## config.mk

```make
export PLATFORM = sky130hd
export DESIGN_NAME = fp_round_int
export DESIGN_NICKNAME = d
export VERILOG_FILES = /design/src/rtl/fpri_pkg.sv /design/src/rtl/fpri_decode.sv /design/src/rtl/fpri_round.sv /design/src/rtl/fpri_class.sv /design/src/rtl/fp_round_int.sv
export SDC_FILE = /design/constraint.sdc
export NUM_CORES = 1
export LEC_CHECK = 0
export BUFFER_PORTS_ARGS = -buffer_cell sky130_fd_sc_hd__buf_2
export CAP_MARGIN = 0
export CORE_MARGIN = 1.5
export CORE_UTILIZATION = 40
export DETAILED_ROUTE_END_ITERATION = 10
export GPL_TIMING_DRIVEN = 1
export PLACE_DENSITY = 0.63
export SLEW_MARGIN = 20
export SYNTH_ARGS = -nofsm -noshare
export SYNTH_HDL_FRONTEND = slang
export SYNTH_HIERARCHICAL = 1
export SYNTH_SLANG_ARGS = --single-unit
```

## constraint.sdc

```tcl
create_clock -name clk -period 7 [get_ports clk]
set_input_delay 0.35 -clock clk [delete_from_list [all_inputs] [get_ports clk]]
set_output_delay 0.35 -clock clk [all_outputs]
set_load 0.05 [all_outputs]
```

## src/rtl/fpri_pkg.sv

```systemverilog
package fpri_pkg;
  localparam int EXP_W     = 11;
  localparam int FRAC_W    = 52;
  localparam int WORD_W    = EXP_W + FRAC_W + 1;
  localparam int BIAS      = (1 << (EXP_W - 1)) - 1;
  localparam int EXP_MAX   = (1 << EXP_W) - 1;
  localparam int INSTR_W   = 32;
  localparam int OPC_W     = 6;
  localparam int IDX_W     = 5;
  localparam int XO_W      = 10;
  localparam int CLS_W     = 5;
  localparam int COND_W    = 4;

  localparam int OPC_FP    = 63;
  localparam int XO_NEAR   = 392;
  localparam int XO_UP     = 456;
  localparam int XO_ZERO   = 424;
  localparam int XO_DOWN   = 488;

  typedef enum logic [1:0] {
    RM_NEAR = 2'd0,
    RM_ZERO = 2'd1,
    RM_UP   = 2'd2,
    RM_DOWN = 2'd3
  } rmode_t;

  localparam logic [CLS_W-1:0] CLS_QNAN  = 5'b10001;
  localparam logic [CLS_W-1:0] CLS_PINF  = 5'b00101;
  localparam logic [CLS_W-1:0] CLS_NINF  = 5'b01001;
  localparam logic [CLS_W-1:0] CLS_PNORM = 5'b00100;
  localparam logic [CLS_W-1:0] CLS_NNORM = 5'b01000;
  localparam logic [CLS_W-1:0] CLS_PDEN  = 5'b10100;
  localparam logic [CLS_W-1:0] CLS_NDEN  = 5'b11000;
  localparam logic [CLS_W-1:0] CLS_PZERO = 5'b00010;
  localparam logic [CLS_W-1:0] CLS_NZERO = 5'b10010;
endpackage

```

## src/rtl/fpri_decode.sv

```systemverilog
module fpri_decode
  import fpri_pkg::*;
(
  input  logic [INSTR_W-1:0] instr,
  output logic               op_ok,
  output rmode_t             mode,
  output logic [IDX_W-1:0]   tgt_idx,
  output logic [IDX_W-1:0]   srcr_idx,
  output logic               rec_bit
);
  localparam int TGT_HI = INSTR_W - OPC_W - 1;
  localparam int RSV_HI = TGT_HI - IDX_W;
  localparam int SRC_HI = RSV_HI - IDX_W;

  logic [OPC_W-1:0] opc;
  logic [IDX_W-1:0] rsv;
  logic [XO_W-1:0]  xo;
  logic             xo_ok;

  assign opc      = instr[INSTR_W-1 -: OPC_W];
  assign tgt_idx  = instr[TGT_HI -: IDX_W];
  assign rsv      = instr[RSV_HI -: IDX_W];
  assign srcr_idx = instr[SRC_HI -: IDX_W];
  assign xo       = instr[XO_W:1];
  assign rec_bit  = instr[0];

  always_comb begin
    xo_ok = 1'b1;
    mode  = RM_NEAR;
    case (xo)
      XO_W'(XO_NEAR): mode = RM_NEAR;
      XO_W'(XO_UP):   mode = RM_UP;
      XO_W'(XO_ZERO): mode = RM_ZERO;
      XO_W'(XO_DOWN): mode = RM_DOWN;
      default:        xo_ok = 1'b0;
    endcase
  end

  assign op_ok = xo_ok && (opc == OPC_W'(OPC_FP)) && (rsv == '0);
endmodule

```

## src/rtl/fpri_round.sv

```systemverilog
module fpri_round
  import fpri_pkg::*;
(
  input  logic [WORD_W-1:0] op,
  input  rmode_t            mode,
  output logic [WORD_W-1:0] res,
  output logic              is_snan
);
  localparam int MANT_W = FRAC_W + 1;
  localparam int SH_W   = $clog2(FRAC_W + 1);

  logic              sgn;
  logic [EXP_W-1:0]  ex;
  logic [FRAC_W-1:0] fr;
  logic [FRAC_W-1:0] mask;
  logic [FRAC_W-1:0] keep;
  logic [EXP_W:0]    fc_full;
  logic [SH_W-1:0]   fcount;
  logic              special;
  logic              big;
  logic              tiny;
  logic              nonzero;
  logic              half;
  logic              sticky;
  logic              inc;
  logic              take_one;
  logic [MANT_W:0]   unit;
  logic [MANT_W:0]   sum;

  function automatic logic bump(rmode_t m, logic s, logic h, logic any);
    case (m)
      RM_NEAR: bump = h;
      RM_UP:   bump = !s && any;
      RM_DOWN: bump = s && any;
      default: bump = 1'b0;
    endcase
  endfunction

  assign sgn     = op[WORD_W-1];
  assign ex      = op[WORD_W-2 -: EXP_W];
  assign fr      = op[FRAC_W-1:0];
  assign special = (ex == EXP_W'(EXP_MAX));
  assign big     = (ex >= EXP_W'(BIAS + FRAC_W));
  assign tiny    = (ex < EXP_W'(BIAS));
  assign nonzero = (ex != '0) || (fr != '0);
  assign is_snan = special && (fr != '0) && !fr[FRAC_W-1];

  // number of fraction bits below the binary point
  assign fc_full = (EXP_W+1)'(BIAS + FRAC_W) - {1'b0, ex};
  assign fcount  = fc_full[SH_W-1:0];
  assign mask    = ~({FRAC_W{1'b1}} << fcount);
  assign keep    = fr & ~mask;
  assign half    = |(fr & mask & ~(mask >> 1));
  assign sticky  = |(fr & mask);

  assign inc      = bump(mode, sgn, half, sticky);
  assign take_one = bump(mode, sgn, ex == EXP_W'(BIAS - 1), nonzero);
  assign unit     = (MANT_W+1)'(1) << fcount;
  assign sum      = {2'b01, keep} + (inc ? unit : '0);

  always_comb begin
    if (special) begin
      res = op;
      if (is_snan) res[FRAC_W-1] = 1'b1;
    end else if (big) begin
      res = op;
    end else if (tiny) begin
      res = take_one ? {sgn, EXP_W'(BIAS), FRAC_W'(0)} : {sgn, {(WORD_W-1){1'b0}}};
    end else if (sum[MANT_W]) begin
      res = {sgn, ex + EXP_W'(1), FRAC_W'(0)};
    end else begin
      res = {sgn, ex, sum[FRAC_W-1:0]};
    end
  end
endmodule

```

## src/rtl/fpri_class.sv

```systemverilog
module fpri_class
  import fpri_pkg::*;
(
  input  logic [WORD_W-1:0] val,
  output logic [CLS_W-1:0]  code
);
  logic              s;
  logic [EXP_W-1:0]  e;
  logic [FRAC_W-1:0] f;

  assign s = val[WORD_W-1];
  assign e = val[WORD_W-2 -: EXP_W];
  assign f = val[FRAC_W-1:0];

  always_comb begin
    if (e == EXP_W'(EXP_MAX)) begin
      if (f != '0) code = CLS_QNAN;
      else         code = s ? CLS_NINF : CLS_PINF;
    end else if (e == '0) begin
      if (f == '0) code = s ? CLS_NZERO : CLS_PZERO;
      else         code = s ? CLS_NDEN : CLS_PDEN;
    end else begin
      code = s ? CLS_NNORM : CLS_PNORM;
    end
  end
endmodule

```

## src/rtl/fp_round_int.sv

```systemverilog
module fp_round_int
  import fpri_pkg::*;
(
  input  logic                clk,
  input  logic                rst,
  input  logic                in_valid,
  input  logic [INSTR_W-1:0]  instr,
  input  logic [WORD_W-1:0]   src_op,
  input  logic                inv_enable,
  output logic                out_valid,
  output logic [WORD_W-1:0]   res_data,
  output logic                res_we,
  output logic [IDX_W-1:0]    res_idx,
  output logic [IDX_W-1:0]    src_idx,
  output logic                unhandled,
  output logic                stat_we,
  output logic                cls_we,
  output logic [CLS_W-1:0]    cls_code,
  output logic                flg_fr,
  output logic                flg_fi,
  output logic                flg_vxsnan,
  output logic                flg_fx,
  output logic                cond_we,
  output logic [COND_W-1:0]   cond_field
);
  logic              dec_ok;
  rmode_t            dec_mode;
  logic [IDX_W-1:0]  dec_tgt;
  logic [IDX_W-1:0]  dec_src;
  logic              dec_rec;
  logic [WORD_W-1:0] rnd_res;
  logic              rnd_snan;
  logic [CLS_W-1:0]  rnd_cls;
  logic              go;
  logic              snan_hit;
  logic              trap;

  fpri_decode u_dec (
    .instr    (instr),
    .op_ok    (dec_ok),
    .mode     (dec_mode),
    .tgt_idx  (dec_tgt),
    .srcr_idx (dec_src),
    .rec_bit  (dec_rec)
  );

  fpri_round u_rnd (
    .op      (src_op),
    .mode    (dec_mode),
    .res     (rnd_res),
    .is_snan (rnd_snan)
  );

  fpri_class u_cls (
    .val  (rnd_res),
    .code (rnd_cls)
  );

  assign go       = in_valid && dec_ok;
  assign snan_hit = go && rnd_snan;
  assign trap     = snan_hit && inv_enable;

  always_ff @(posedge clk) begin
    if (rst) begin
      out_valid  <= 1'b0;
      res_data   <= '0;
      res_we     <= 1'b0;
      res_idx    <= '0;
      src_idx    <= '0;
      unhandled  <= 1'b0;
      stat_we    <= 1'b0;
      cls_we     <= 1'b0;
      cls_code   <= '0;
      flg_fr     <= 1'b0;
      flg_fi     <= 1'b0;
      flg_vxsnan <= 1'b0;
      flg_fx     <= 1'b0;
      cond_we    <= 1'b0;
      cond_field <= '0;
    end else begin
      out_valid  <= in_valid;
      res_we     <= go && !trap;
      cls_we     <= go && !trap;
      stat_we    <= go;
      cond_we    <= go && dec_rec;
      unhandled  <= in_valid && !dec_ok;
      flg_fr     <= 1'b0;
      flg_fi     <= 1'b0;
      flg_vxsnan <= snan_hit;
      flg_fx     <= snan_hit;
      if (in_valid) begin
        res_data   <= rnd_res;
        res_idx    <= dec_tgt;
        src_idx    <= dec_src;
        cls_code   <= rnd_cls;
        cond_field <= {snan_hit, trap, snan_hit, 1'b0};
      end
    end
  end
endmodule

```

==> metrics.yaml <==
power.share.switching_pct: 39.5
critPathMaxStageDelay_ps: 520
post-route-period-util_pct: 108
ir_drop_v: 0.000105
synthCells: 1336
drtIter0Drc: 1202
ios: 193
antenna_cells: 0
die_h_microns: 160
critPathArrivalTime_ps: 7800
synthDominantCellAreaShare_pct: 17.7
cts_tree: "built"
cp_num_buf_inv: 10
hold_violations: 0
fin_nets: 2117
violations: "setup timing"
cts_buffers: 9
crit_family: "simple AND/OR/NAND/NOR gates"
layout.cells.non_filler: 2281
synth_seq_cells: 87
grt_pass1_vias: 12700
post_dp_cell_area_sq_mm: 0.0144
synth_edf_count: 0
clk_pin_slew_ps: 70
start_util_pct: 40.6
synthFlopType: "dfxtp_1"
setup_viol_count_final: 4
fill_cells: 2287
reg2reg_depth: 2
overflow: 0
ant_nets: 0
design_area_sq_mm: 0.0156
vias_per_cell: 5.80
h-tree-depth: 3
synth_cell_type_count: 86
cp_slowest_cell: "or4b_4"
hp-class: "input pin to flip-flop"
portBuffers: 189
crit_path_start_kind: "input pin"
clock-sinks: 87
rsz0062_at_grt: "yes"
grt_max_degree: 84
skew_ps: 0
min_period_ps: 7590
die_w_microns: 160
worst_path_most_repeated_cell: "buf_4"
p_int_mw: 1.26
dr.pass1.iters: 6
max-clock-path-buffers: 2
worst_slack_ps: -594
grt_pass1_wl_mm: 75.4
drive_above_1_share_pct: 43.3
drc: 0
crit_fanout: 12
timing.hold.ws_ps: 213
vias: 13200
critical_path_depth: 39
combPwrFrac_pct: 48.9
min_from: "inv_enable"
relSlewSlack_pct: 37.5
fmax_mhz: 132
outcome: "complete, but fails checks"
required_ps: 7210
power_frac_seq_pct: 25.5
ys_warn_count: 6
drv_slew: 0
final.setup.tns_ps: -1780
place_hpwl_mm: 40.1
wl_mm: 50.5
root_buffer: "clkbuf_16"
rr_startpoint: "cls_code[2]$_SDFFE_PP0P_"
track_usage_pct: 38.4
async_reset_ff_share_pct: 0
die_area_sq_mm: 0.0255
core_region_area_sq_mm: 0.0242
p_leak_nw: 7.80
routedWlPerCell_microns: 22.1
yosys.area.top_type: "dfxtp_1"
powerDensity_mw_per_mm2: 133
endpoint_kind: "flip-flop"
worstMarginPinSlew_ps: 928
num_rows: 57
antenna_found_initial: 1
synth-seq-area-share_pct: 17.7
synthTopCellsByArea: "dfxtp_1 (18%), ha_1 (8.1%), mux2i_1 (8.1%)"
drv_cap: 0
hold_depth: 2
worstSetupStartpoint: "src_op[52]"
dp_cells: 2227
switchingPower_uw: 823
power.share.clock_pct: 25.6
gp_congestion: 1.03
critPathKind: "input pin to flip-flop"
avgSynthCellArea_sq_um: 7.36
areaGrowthSynthToFinish_pct: 58.9
synthesis.area_sq_mm: 0.00983
clk-insertion-delay-late_ps: 350
-- path summary, 6_finish.rpt --
path	endpoint	slack [ps]
min reg2reg	cond_field[2]$_SDFFE_PP0P_	470
max	cls_code[2]$_SDFFE_PP0P_	-590
min	cls_we$_SDFF_PP0_	210
max reg2reg	cls_code[2]$_SDFFE_PP0P_	6310
-- synthesized netlist by cell type, types with 7 or more instances --
| cell type | n |
|---|---|
| nor2_1 | 150 |
| nand2_1 | 118 |
| dfxtp_1 | 87 |
| o21ai_0 | 87 |
| a21oi_1 | 82 |
| mux2i_1 | 80 |
| ha_1 | 64 |
| and3_1 | 50 |
| clkbuf_1 | 50 |
| nand3_1 | 41 |
| inv_1 | 32 |
| and2_1 | 29 |
| nand4_1 | 28 |
| nor4_1 | 28 |
| a21o_1 | 24 |
| nor2b_1 | 24 |
| xnor2_1 | 23 |
| xor2_1 | 22 |
| buf_4 | 21 |
| buf_2 | 19 |
| nand2b_1 | 19 |
| nor3_1 | 18 |
| a21boi_0 | 16 |
| o211ai_1 | 14 |
| a22o_1 | 11 |
| a31oi_1 | 10 |
| o21a_1 | 10 |
| nor3b_1 | 9 |
| o21bai_1 | 9 |
| a211oi_1 | 7 |
| a22oi_1 | 7 |
| a32o_1 | 7 |
| buf_12 | 7 |
| nand4b_1 | 7 |
| o21ai_1 | 7 |
-- stage by stage --
| stage | power, mW | util (%) | worst slack [ps] |
|---|---|---|---|
| after floorplan | 1.02 | - | 5.39 |
| after global placement | 1.45 | 59.6 | -1110 |
| after detailed placement | 1.45 | 59.6 | -1270 |
| after CTS | 2.04 | 63.4 | -350 |
| after global routing | 2.16 | 64.4 | -842 |
| final | 2.08 | 64.4 | -594 |
-- state kept, by name (all words and copies together), names as in the netlist --
signal / flops
cls_code: 5
src_idx: 5
stat_we: 1
res_idx: 5
out_valid: 1
res_data: 64
cls_we: 1
flg_fx: 1
unhandled: 1
cond_field: 2
cond_we: 1
-- cell families after synthesis --
group                    after synthesis  share of synthesized area [%]
AND/OR/NAND/NOR                      555                           29.0
adder cells (fa/ha/maj)               65                           8.35
multiplexers                          83                           8.49
other                                  1                         0.0381
flip-flops                            87                           17.7
AO/OA/AOI/OAI                        364                           24.6
XOR/XNOR                              46                           4.29
buffers and inverters                135                           7.51
-- cells in the final DEF, fill, tap and decap left out, types with 17 or more instances in the layout --
| cell | n |
|---|---|
| mux2i_1 | 79 |
| nor2_1 | 145 |
| nand3_1 | 41 |
| nand4_1 | 28 |
| buf_4 | 489 |
| o21ai_1 | 17 |
| nor2b_1 | 23 |
| a21o_1 | 24 |
| xnor2_1 | 22 |
| o21ai_0 | 70 |
| ha_1 | 49 |
| a21oi_1 | 71 |
| dfxtp_1 | 87 |
| and3_1 | 46 |
| buf_2 | 186 |
| nor3_1 | 17 |
| nand2_1 | 113 |
| buf_6 | 19 |
| xor2_1 | 21 |
| nor4_1 | 20 |
| nand2b_1 | 17 |
| and2_1 | 24 |
| inv_1 | 27 |
-- metal layers --
| layer | vias up | track usage [%] | share of wire, % |
|---|---|---|---|
| li1 | 6129 | - | - |
| met5 | - | 0 | 0 |
| met4 | 0 | 12.9 | 3.8 |
| met3 | 126 | 8.36 | 10 |
| met2 | 679 | 59.1 | 43 |
| met1 | 6295 | 53.0 | 43 |
-- cell type report --
cell class	count	area (sq um)	area share, %
inverter	32	130	0.833
clock inverter	5	63.8	0.408
sequential	87	1740	11.1
clock buffer	11	253	1.62
multi-input combinational	1116	7970	51.0
timing repair buffer	706	5070	32.4
tap	324	405	2.59
-- power by group through the flow --
stage          clock network, mW  logic [mW]  registers [mW]
2_1_floorplan                  0       0.391           0.627
6_report                   0.533        1.02           0.531
5_1_grt                    0.561        1.07           0.534
4_1_cts                    0.544       0.962           0.531
3_3_place_gp                   0       0.910           0.541
3_5_place_dp                   0       0.910           0.542
-- what timing repair did --
item / CTS / global route
hold buffers: 0 / 0
setup buffers: 27 / 12
gates resized for setup: 77 / 47
cloned: 2 / 0
pin swaps: 33 / 39
endpoints found under the setup margin: 5 / 5
hold endpoints to repair: 0 / 0
No activity file was read; power rests on OpenSTA's default activity.
